$ cat src/rtl/synth_cfg_port.sv
module synth_cfg_port #(
  parameter int MW   = 9,
  parameter int AW   = 4,
  parameter int RW   = 6,
  parameter int EW   = 8,
  parameter int SYNC = 2
) (
  input  logic          clk,
  input  logic          rst_n,
  input  logic          sclk,
  input  logic          sdata,
  input  logic          s_wr,
  input  logic          e_wr,
  input  logic          enh_n,
  input  logic          direct_sel,
  input  logic [MW-1:0] pin_m,
  input  logic [AW-1:0] pin_a,
  input  logic [RW-1:0] pin_r,
  input  logic          pin_pre_en,
  input  logic          fp_in,
  input  logic          msel_in,
  input  logic          fc_in,
  output logic [MW-1:0] m_val,
  output logic [AW-1:0] a_val,
  output logic [RW-1:0] r_val,
  output logic          pre_en,
  output logic          pwr_down,
  output logic          cnt_load,
  output logic          lock_det_off,
  output logic          dout
);
  localparam int PW    = MW + AW + RW + 2;
  localparam int SW    = PW - 1;
  localparam int A_LO  = 1;
  localparam int R_LO  = A_LO + AW;
  localparam int M_LO  = R_LO + RW - 2;
  localparam int PRE   = M_LO + MW - 2;
  localparam int B_FP  = 2;
  localparam int B_PD  = 3;
  localparam int B_LD  = 4;
  localparam int B_MS  = 5;
  localparam int B_FC  = 6;
  localparam int B_LDO = 7;

  logic [SYNC:0]   sclk_q, swr_q, ewr_q;
  logic [SYNC-1:0] sd_q;
  logic            sclk_rise, swr_rise, ewr_fall, swr_s, ewr_s, sd_s;
  logic [PW-1:0]   prim;
  logic [SW-1:0]   sec;
  logic [EW-1:0]   esh, esh_rev, ebuf, eff;
  logic [PW-1:0]   w;

  always_ff @(posedge clk or negedge rst_n) begin
    if (!rst_n) begin
      sclk_q <= '0;
      swr_q  <= '0;
      ewr_q  <= '0;
      sd_q   <= '0;
    end else begin
      sclk_q <= {sclk_q[SYNC-1:0], sclk};
      swr_q  <= {swr_q[SYNC-1:0], s_wr};
      ewr_q  <= {ewr_q[SYNC-1:0], e_wr};
      sd_q   <= {sd_q[SYNC-2:0], sdata};
    end
  end

  assign sclk_rise = sclk_q[SYNC-1] & ~sclk_q[SYNC];
  assign swr_rise  = swr_q[SYNC-1]  & ~swr_q[SYNC];
  assign ewr_fall  = ~ewr_q[SYNC-1] & ewr_q[SYNC];
  assign swr_s     = swr_q[SYNC-1];
  assign ewr_s     = ewr_q[SYNC-1];
  assign sd_s      = sd_q[SYNC-1];

  for (genvar k = 0; k < EW; k++) begin : g_rev
    assign esh_rev[k] = esh[EW-1-k];
  end

  always_ff @(posedge clk or negedge rst_n) begin
    if (!rst_n) begin
      prim <= '0;
      esh  <= '0;
    end else if (sclk_rise && !swr_s) begin
      if (ewr_s) esh  <= {esh[EW-2:0], sd_s};
      else       prim <= {prim[PW-2:0], sd_s};
    end
  end

  always_ff @(posedge clk or negedge rst_n) begin
    if (!rst_n)                                sec <= '0;
    else if ((swr_rise || cnt_load) && !prim[0]) sec <= prim[PW-1:1];
  end

  always_ff @(posedge clk or negedge rst_n) begin
    if (!rst_n)        ebuf <= '0;
    else if (ewr_fall) ebuf <= esh_rev;
  end

  assign w   = {sec, 1'b0};
  assign eff = enh_n ? '0 : ebuf;

  assign m_val  = direct_sel ? pin_m      : {w[PRE+2], w[PRE+1], w[PRE-1:M_LO]};
  assign r_val  = direct_sel ? pin_r      : {w[PRE+4], w[PRE+3], w[M_LO-1:R_LO]};
  assign a_val  = direct_sel ? pin_a      : w[R_LO-1:A_LO];
  assign pre_en = direct_sel ? pin_pre_en : w[PRE];

  assign pwr_down     = eff[B_PD];
  assign cnt_load     = eff[B_LD];
  assign lock_det_off = eff[B_LDO];
  assign dout = eff[B_FP] ? fp_in :
                eff[B_MS] ? msel_in :
                eff[B_FC] ? fc_in : 1'b0;
endmodule


$ cat config.mk
export PLATFORM = sky130hd
export DESIGN_NAME = synth_cfg_port
export DESIGN_NICKNAME = d
export VERILOG_FILES = /design/src/rtl/synth_cfg_port.sv
export SDC_FILE = /design/constraint.sdc
export NUM_CORES = 1
export LEC_CHECK = 0
export ABC_AREA = 0
export BUFFER_PORTS_ARGS = -buffer_cell sky130_fd_sc_hd__buf_2
export CELL_PAD_IN_SITES_DETAIL_PLACEMENT = 0
export CELL_PAD_IN_SITES_GLOBAL_PLACEMENT = 1
export CORE_ASPECT_RATIO = 0.75
export CORE_UTILIZATION = 47
export CTS_BUF_LIST = sky130_fd_sc_hd__clkbuf_2 sky130_fd_sc_hd__clkbuf_4 sky130_fd_sc_hd__clkbuf_8
export DETAILED_ROUTE_END_ITERATION = 8
export PLACE_DENSITY = 0.85
export SLEW_MARGIN = 20
export SYNTH_ARGS = -nofsm -noshare
export SYNTH_HDL_FRONTEND = slang
export SYNTH_SLANG_ARGS = --single-unit
$ cat constraint.sdc
create_clock -name clk -period 2.11 [get_ports clk]
set_clock_uncertainty 0.15 [all_clocks]
set_input_delay 0.422 -clock clk [delete_from_list [all_inputs] [get_ports clk]]
set_output_delay 0.422 -clock clk [all_outputs]
set_load 0.02 [all_outputs]
==> impl_metrics.py, run 1 <==
metrics = {
    "status": {
        "status": "complete, no violations",
    },
    "clock_network": {
        "htreeDepth": 3,
        "clk_pin_slew_ns": 0.07,
        "cts_buffer_depth": 2,
        "numCtsBuffers": 9,
        "clk_latency_ns": 0.34,
        "postCtsSetupRepairBufs": 0,
        "clock_sinks": 64,
        "postCtsResizedCells": 0,
        "cts_tree": "done",
        "hold_buffers": 1,
        "cts-root-buf": "clkbuf_8",
    },
    "routing": {
        "routedWlPerCell_microns": 13.8,
        "vias_per_cell": 4.91,
        "num_vias": 1474,
        "first_pass_iters": 2,
        "detail-route-antenna-nets": 0,
        "finalWirelength_microns": 4130,
        "drc": 0,
        "drtIter0Drc": 63,
    },
    "cells_and_area": {
        "finalInstanceArea_sq_um": 3270,
        "syn2layout_area_growth_pct": 23.1,
        "drive_above_1_share_pct": 66.2,
        "antenna_cells": 0,
        "nNetsFinal": 251,
        "final_common_cell": "dfrtp_1",
        "num-fill-cells": 425,
        "most-common-layout-cells": "64 x dfrtp_1, 54 x buf_2, 52 x mux2_2",
    },
    "logic_synthesis": {
        "synth_async_sr_flop_share_pct": 100,
        "synthCells": 157,
        "synth_flop_cell": "dfrtp_1",
        "synth-seq-area-share_pct": 60.3,
        "yosysWarnings": 0,
        "synth_area_sq_um": 2660,
        "synth.avg_cell_area_sq_um": 16.9,
        "synth_fp_nets": 188,
        "ys_ff_latch": 64,
        "yosysUniqueCellTypes": 16,
        "synth_edf_count": 0,
    },
    "flow_run": {
        "maxCapViolations": 0,
    },
    "worst_hold_path": {
        "min_from": "sdata",
        "worstHoldEndpoint": "sd_q[0]",
        "min_delay_path_depth": 1,
        "min_path_type": "in2reg",
    },
    "place": {
        "numPortBuffers": 54,
        "hpwl_microns": 2650,
        "placed_area_sq_um": 3040,
        "place_congestion": 0.677,
    },
    "setup_path": {
        "path_class": "reg2out",
        "r2r_start": "swr_q[1]",
        "crit_path_max_fanout": 3,
        "worstSetupEndpointType": "primary output",
        "worstSetupStartpointType": "register",
        "reg2reg_slack_ns": 0.45,
        "reg2reg_depth": 3,
        "r2r_end": "prim[2]",
        "cp.required_ns": 1.54,
        "cp.arrival_ns": 1.33,
    },
    "sta": {
        "min_period_ns": 1.90,
        "clock.fmax_ghz": 0.525,
        "rsz0062_at_grt": "false",
        "relSlewSlack_pct": 61.8,
        "setup_tns_ns": 0,
        "tightestPinTransition_ns": 0.572,
        "hold_viol_final": 0,
        "period_share_pct": 90.3,
        "finalSetupViolCount": 0,
        "drv_slew": 0,
    },
    "die": {
        "num_rows": 23,
        "dieArea_sq_um": 5960,
        "io_pins": 55,
        "die_height_microns": 67.1,
        "die_x_microns": 88.8,
        "core-area_sq_um": 5380,
        "start_util_pct": 49.3,
    },
    "pwr": {
        "power_frac_seq_pct": 47.3,
        "power_mw": 3.12,
        "p_switching_mw": 0.791,
        "p_comb_share_pct": 16.2,
        "ir_worst_vdd_uv": 401,
        "p_sw_share_pct": 25.4,
        "p_per_area_nw_per_um2": 954,
        "clkPwrFrac_pct": 36.5,
        "intPower_mw": 2.33,
        "p_leak_nw": 1.65,
    },
    "global_route": {
        "antenna_found_initial": 0,
        "track_usage_pct": 16.5,
        "grt_pass1_wl_microns": 6920,
        "grt.overflow.total": 0,
        "grt_max_degree": 65,
        "grt_pass1_vias": 1431,
    },
}
-- cells by family (layout without fill, tap and decap cells) --
group                  Yosys count  in the layout  synth area share, %
buffers and inverters            9             77                 2.26
multiplexers                    73             73                 33.8
AND/OR/NAND/NOR                  8              8                 2.73
flip-flops                      64             64                 60.3
AO/OA/AOI/OAI                    3              3                0.895
-- routing by layer --
| layer | wire length, microns | part of all wire (%) | global-route usage (%) |
|---|---|---|---|
| met2 | 1830 | 44 | 23.1 |
| met5 | 0 | 0 | 0 |
| met4 | 48 | 1.2 | 6.05 |
| met3 | 226 | 5.5 | 8.18 |
| met1 | 2020 | 49 | 21.9 |
-- area by class of cell --
class	count	area, sq um	share of cell area [%]
Sequential cell	64	1600	49.0
Clock inverter	7	96.3	2.95
Clock buffer	9	124	3.79
Multi-Input combinational cell	84	993	30.4
Tap cell	75	93.8	2.87
Inverter	1	3.75	0.115
Timing Repair Buffer	60	355	10.9
-- cells in the mapped netlist, types with 2 or more instances --
cell type,n,area share [%]
mux2_4,20,11
buf_2,3,0.57
dfrtp_1,64,60
nor2b_1,5,1.2
buf_6,2,0.85
mux2_2,52,22
buf_4,2,0.57
-- stage by stage --
stage	setup slack (ns)	std cells	hold WS [ns]	util [%]
2_1_floorplan	0.372	157	-0.0236	-
3_3_place_gp	0.335	283	0.182	56.5
3_5_place_dp	0.330	283	0.186	56.5
4_1_cts	0.161	300	0.00990	60.7
5_1_grt	0.0685	300	0.0114	60.7
6_report	0.206	300	0.0351	60.7
-- registers in the layout, indices dropped and copies added, names as in the netlist --
name    count
sclk_q      3
sec        20
ebuf        6
esh         6
ewr_q       3
prim       21
sd_q        2
swr_q       3
-- worst max-delay path by stage --
| stage | startpoint | endpoint | slack [ns] |
|---|---|---|---|
| 2_1_floorplan | enh_n | sec[0] | 0.37 |
| 3_3_place_gp | direct_sel | a_val[2] | 0.33 |
| 3_5_place_dp | direct_sel | a_val[2] | 0.33 |
| 4_1_cts | ebuf[5] | dout | 0.16 |
| 5_1_grt | ebuf[5] | dout | 0.07 |
| 6_report | ebuf[5] | dout | 0.21 |
-- power by group through the flow --
stage	logic, mW	clock network (mW)	registers, mW
floorplan	0.375	0	1.46
global placement	0.497	0	1.49
detailed placement	0.508	0	1.50
CTS	0.512	1.18	1.48
global route	0.550	1.23	1.50
finish	0.504	1.14	1.48
-- critical path: stages, from the launching register on --
cell and delay [ns]:
dfrtp_1 0.39, nand3b_1 0.16, a221oi_1 0.24, buf_2 0.21
(Power assumes the default switching activity.)
==> run 2: changes to the inputs <==
--- a/config.mk
+++ b/config.mk
@@ -14,6 +14,7 @@
 export CTS_BUF_LIST = sky130_fd_sc_hd__clkbuf_2 sky130_fd_sc_hd__clkbuf_4 sky130_fd_sc_hd__clkbuf_8
 export DETAILED_ROUTE_END_ITERATION = 8
 export PLACE_DENSITY = 0.85
+export RECOVER_POWER = 50
 export SLEW_MARGIN = 20
 export SYNTH_ARGS = -nofsm -noshare
 export SYNTH_HDL_FRONTEND = slang
==> run 2 against run 1 <==
Compared with the run above: global-route usage unchanged; non-clock buffer count unchanged; worst hold slack got worse by 0.00074 ns; combinational power fell by 0.8%; register-to-register slack barely moved; power is 0.15% lower; sequential share of layout area grew 0.25 points.
==> impl_metrics.py, run 2 (same netlist as run 1, synthesis figures left out) <==
metrics = {
    "status": {
        "status": "complete, no violations",
    },
    "clock_network": {
        "cts_tree": "done",
        "clk_latency_ns": 0.34,
        "postCtsSetupRepairBufs": 0,
        "cts_buffer_depth": 2,
        "numCtsBuffers": 9,
        "clk_pin_slew_ns": 0.07,
        "clock_sinks": 64,
        "cts-root-buf": "clkbuf_8",
        "htreeDepth": 3,
    },
    "routing": {
        "vias_per_cell": 4.90,
        "detail-route-antenna-nets": 0,
        "drtIter0Drc": 68,
        "drc": 0,
        "finalWirelength_microns": 4110,
        "routedWlPerCell_microns": 13.7,
        "num_vias": 1469,
        "first_pass_iters": 4,
    },
    "sta": {
        "rsz0062_at_grt": "false",
        "finalSetupViolCount": 0,
        "hold_ws_ns": 0.0344,
        "min_period_ns": 1.90,
        "period_share_pct": 90.3,
        "drv_slew": 0,
        "clock.fmax_ghz": 0.525,
        "hold_viol_final": 0,
        "setup_tns_ns": 0,
        "tightestPinTransition_ns": 0.828,
        "relSlewSlack_pct": 44.8,
    },
    "cells_and_area": {
        "final_common_cell": "dfrtp_1",
        "finalInstanceArea_sq_um": 3250,
        "top_regs": "prim x21, sec x20",
        "most-common-layout-cells": "64 x dfrtp_1, 54 x buf_2, 52 x mux2_2",
        "final_util_pct": 60.4,
        "stdcell_count": 300,
        "top_register": "prim",
        "syn2layout_area_growth_pct": 22.5,
        "antenna_cells": 0,
        "drive_above_1_share_pct": 65.8,
        "num-fill-cells": 429,
        "largest_register_ffs": 21,
        "nNetsFinal": 251,
    },
    "setup_path": {
        "path_class": "reg2out",
        "reg2reg_depth": 3,
        "startpoint": "ebuf[5]",
        "crit_path_max_fanout": 3,
        "cp.arrival_ns": 1.33,
        "cp.required_ns": 1.54,
        "reg2reg_slack_ns": 0.45,
        "worstSetupStartpointType": "register",
        "r2r_end": "prim[2]",
        "worstSetupEndpointType": "primary output",
        "r2r_start": "swr_q[1]",
    },
    "global_route": {
        "grt_pass1_wl_microns": 6920,
        "antenna_found_initial": 0,
        "grt_pass1_vias": 1431,
        "grt_max_degree": 65,
        "grt.overflow.total": 0,
        "track_usage_pct": 16.5,
    },
    "worst_hold_path": {
        "min_path_type": "in2reg",
        "worstHoldEndpoint": "sd_q[0]",
        "min_delay_path_depth": 1,
        "min_from": "sdata",
    },
    "die": {
        "die_x_microns": 88.8,
        "core-area_sq_um": 5380,
        "io_pins": 55,
        "num_rows": 23,
        "dieArea_sq_um": 5960,
        "start_util_pct": 49.3,
        "die_height_microns": 67.1,
    },
    "pwr": {
        "ir_worst_vdd_uv": 401,
        "p_leak_nw": 1.64,
        "p_per_area_nw_per_um2": 957,
    },
    "place": {
        "placed_area_sq_um": 3040,
        "dpl.cell_count": 283,
        "place_congestion": 0.677,
        "hpwl_microns": 2650,
        "numPortBuffers": 54,
    },
    "flow_run": {
        "maxCapViolations": 0,
    },
}
run 2: worst max-delay path by stage:
stage                     to  slack (ns)  depth (start not counted)
detailed placement  a_val[2]        0.33                          4
global placement    a_val[2]        0.33                          4
finish                  dout        0.21                          3
floorplan             sec[0]        0.37                          4
CTS                     dout        0.16                          3
global route            dout        0.07                          3
run 2: report_power, final:
group | internal [mW] | total (mW) | leakage, nW | switching (mW)
combinational | 0.281 | 0.500 | 0.691 | 0.219
clock | 0.663 | 1.14 | 0.101 | 0.474
sequential | 1.38 | 1.48 | 0.847 | 0.0970
run 2: worst max-delay path, stage by stage (launching register included):
cell and delay, ns:
dfrtp_1 0.39, nand3b_1 0.16, a221oi_1 0.24, buf_2 0.21
run 2: what timing repair did:
action,4_1_cts,5_1_grt
hold buffers,1,0
hold endpoints to repair,64,0
gates resized for setup,0,0
run 2: stage by stage:
| step | total power [mW] | setup slack [ns] |
|---|---|---|
| 2_1_floorplan | 1.84 | 0.372 |
| 3_3_place_gp | 1.99 | 0.335 |
| 3_5_place_dp | 2.01 | 0.330 |
| 4_1_cts | 3.17 | 0.161 |
| 5_1_grt | 3.27 | 0.0685 |
| 6_report | 3.11 | 0.206 |
run 2: metal layers:
metal | up-vias | global-route usage [%] | share of wire (%)
met3 | 8 | 8.18 | 5.5
met2 | 36 | 23.1 | 46
met1 | 735 | 21.9 | 48
met5 | - | 0 | 0
met4 | 0 | 6.05 | 1.2
li1 | 690 | - | -
run 2: final cells by class:
class,instances,area [sq um],share of cell area (%)
multi-input combinational,84,993,30.6
clock buffer,9,124,3.81
sequential,64,1600,49.2
tap,75,93.8,2.89
clock inverter,7,96.3,2.96
inverter,1,3.75,0.115
timing repair buffer,60,339,10.4
==> run 3: changes to the inputs <==
--- a/config.mk
+++ b/config.mk
@@ -6,14 +6,14 @@
 export NUM_CORES = 1
 export LEC_CHECK = 0
 export ABC_AREA = 0
-export BUFFER_PORTS_ARGS = -buffer_cell sky130_fd_sc_hd__buf_2
 export CELL_PAD_IN_SITES_DETAIL_PLACEMENT = 0
 export CELL_PAD_IN_SITES_GLOBAL_PLACEMENT = 1
 export CORE_ASPECT_RATIO = 0.75
-export CORE_UTILIZATION = 47
+export CORE_UTILIZATION = 54
 export CTS_BUF_LIST = sky130_fd_sc_hd__clkbuf_2 sky130_fd_sc_hd__clkbuf_4 sky130_fd_sc_hd__clkbuf_8
 export DETAILED_ROUTE_END_ITERATION = 8
-export PLACE_DENSITY = 0.85
+export DONT_BUFFER_PORTS = 1
+export PLACE_DENSITY = 0.84
 export RECOVER_POWER = 50
 export SLEW_MARGIN = 20
 export SYNTH_ARGS = -nofsm -noshare
==> run 3 against run 2 <==
Compared with the run above: first-iteration DRC count fell by 2.9%; non-clock buffer count shrank 49; cell count down 23%; sequential power about the same; critical path depth stayed put.
==> impl_metrics.py, run 3 (same netlist as run 1, synthesis figures left out) <==
metrics = {
    "cells_and_area": {
        "finalInstanceArea_sq_um": 2930,
        "num-fill-cells": 319,
        "syn2layout_area_growth_pct": 10.2,
        "antenna_cells": 0,
        "top_register": "prim",
        "multi_input_area_sq_um": 993,
        "nNetsFinal": 202,
        "final_common_cell": "dfrtp_1",
        "layout.area.seq_sq_um": 1600,
        "largest_register_ffs": 21,
        "top_regs": "prim x21, sec x20",
        "drive_above_1_share_pct": 53.8,
        "most-common-layout-cells": "64 x dfrtp_1, 52 x mux2_2, 20 x mux2_4",
    },
    "setup_path": {
        "reg2reg_slack_ns": 0.28,
        "cp.arrival_ns": 1.31,
        "crit_path_max_fanout": 3,
        "path_class": "reg2out",
        "worstSetupStartpointType": "register",
        "worstSetupEndpointType": "primary output",
        "cp.required_ns": 1.54,
    },
    "sta": {
        "tightestPinTransition_ns": 0.823,
        "min_period_ns": 1.88,
        "relSlewSlack_pct": 45.1,
        "finalSetupViolCount": 0,
        "clock.fmax_ghz": 0.531,
        "drv_slew": 0,
        "rsz0062_at_grt": "false",
        "setup_tns_ns": 0,
        "hold_viol_final": 0,
        "period_share_pct": 89.2,
    },
    "die": {
        "die_x_microns": 83.0,
        "die_height_microns": 62.7,
        "start_util_pct": 57.7,
        "core-area_sq_um": 4600,
        "num_rows": 21,
        "dieArea_sq_um": 5200,
        "io_pins": 55,
    },
    "clock_network": {
        "clk_pin_slew_ns": 0.06,
        "clock_sinks": 64,
        "cts_buffer_depth": 2,
        "cts-root-buf": "clkbuf_8",
        "cts_tree": "done",
        "postCtsSetupRepairBufs": 0,
        "clk_latency_ns": 0.33,
        "htreeDepth": 3,
        "numCtsBuffers": 9,
    },
    "flow_run": {
        "maxCapViolations": 0,
    },
    "place": {
        "numPortBuffers": 0,
        "place_congestion": 0.728,
        "placed_area_sq_um": 2720,
        "hpwl_microns": 2530,
    },
    "global_route": {
        "antenna_found_initial": 0,
        "grt_max_degree": 65,
        "grt_pass1_wl_microns": 6840,
        "grt_pass1_vias": 1354,
        "grt.overflow.total": 0,
        "track_usage_pct": 17.8,
    },
    "routing": {
        "detail-route-antenna-nets": 0,
        "finalWirelength_microns": 3970,
        "first_pass_iters": 3,
        "vias_per_cell": 5.49,
        "drc": 0,
        "num_vias": 1263,
        "drtIter0Drc": 66,
        "routedWlPerCell_microns": 17.3,
    },
    "pwr": {
        "ir_worst_vdd_uv": 611,
        "p_per_area_nw_per_um2": 957,
        "p_leak_nw": 1.41,
    },
    "status": {
        "status": "complete, no violations",
    },
    "worst_hold_path": {
        "min_path_type": "reg2reg",
    },
}
## run 3: cell count changes in the layout (fill, tap and decap cells not counted)
cell and delta:
bufinv_16 -2, clkbuf_4 +1, clkbuf_1 -1, clkbuf_8 +2, dlygate4sd3_1 +4, buf_12 -2
clkinvlp_4 -3, buf_4 +3, clkinv_4 -1, buf_2 -53
## run 3: worst paths after layout
kind | startpoint | end | depth (start not counted)
worst max-delay path | ebuf[5] | dout | 3
worst min-delay path | ewr_q[0] | ewr_q[1] | 0
worst max register to register | swr_q[1] | sec[16] | 4
worst min register to register | ewr_q[0] | ewr_q[1] | 0
max in group asynchronous | rst_n | sd_q[0] | 2
min in group asynchronous | rst_n | esh[5] | 2
## run 3: per-layer routing
metal  wire length [microns]  global-route usage (%)  part of all wire (%)
met4                      53                    7.33                   1.3
met5                       0                       0                     0
met2                    1870                    25.1                    47
met3                     210                    8.19                   5.3
met1                    1840                    23.8                    46
## run 3: stage by stage
step	util [%]	setup slack [ns]	power, mW	hold WS, ns	cells
after floorplan	-	0.372	1.84	-0.0236	157
after global placement	59.2	0.504	1.89	-0.0218	211
after detailed placement	59.2	0.434	1.91	-0.0223	211
after CTS	64.4	0.209	2.85	0.198	230
after global routing	63.6	0.154	2.94	0.210	230
final	63.6	0.227	2.80	0.197	230
## run 3: timing repair
action / in CTS / in global routing
gates resized for setup: 0 / 0
endpoints found under the setup margin: 0 / 0
hold endpoints to repair: 68 / 0
hold buffers: 6 / 0
## run 3: cell type report
| cell class | count | area share (%) |
|---|---|---|
| Clock buffer | 12 | 5.43 |
| Tap cell | 57 | 2.44 |
| Multi-Input combinational cell | 84 | 33.9 |
| Inverter | 1 | 0.128 |
| Sequential cell | 64 | 54.7 |
| Clock inverter | 1 | 0.171 |
| Timing Repair Buffer | 11 | 3.16 |
## run 3: worst max-delay path: stages, from the launching register on
cell	delay, ns
dfrtp_1	0.39
nand3b_1	0.16
a221oi_1	0.24
buf_4	0.19
## run 3: power by group
group | total (mW) | internal, mW | switching, mW | leakage [nW]
registers | 1.48 | 1.38 | 0.101 | 0.847
clock network | 0.891 | 0.482 | 0.410 | 0.0876
logic | 0.427 | 0.234 | 0.193 | 0.477
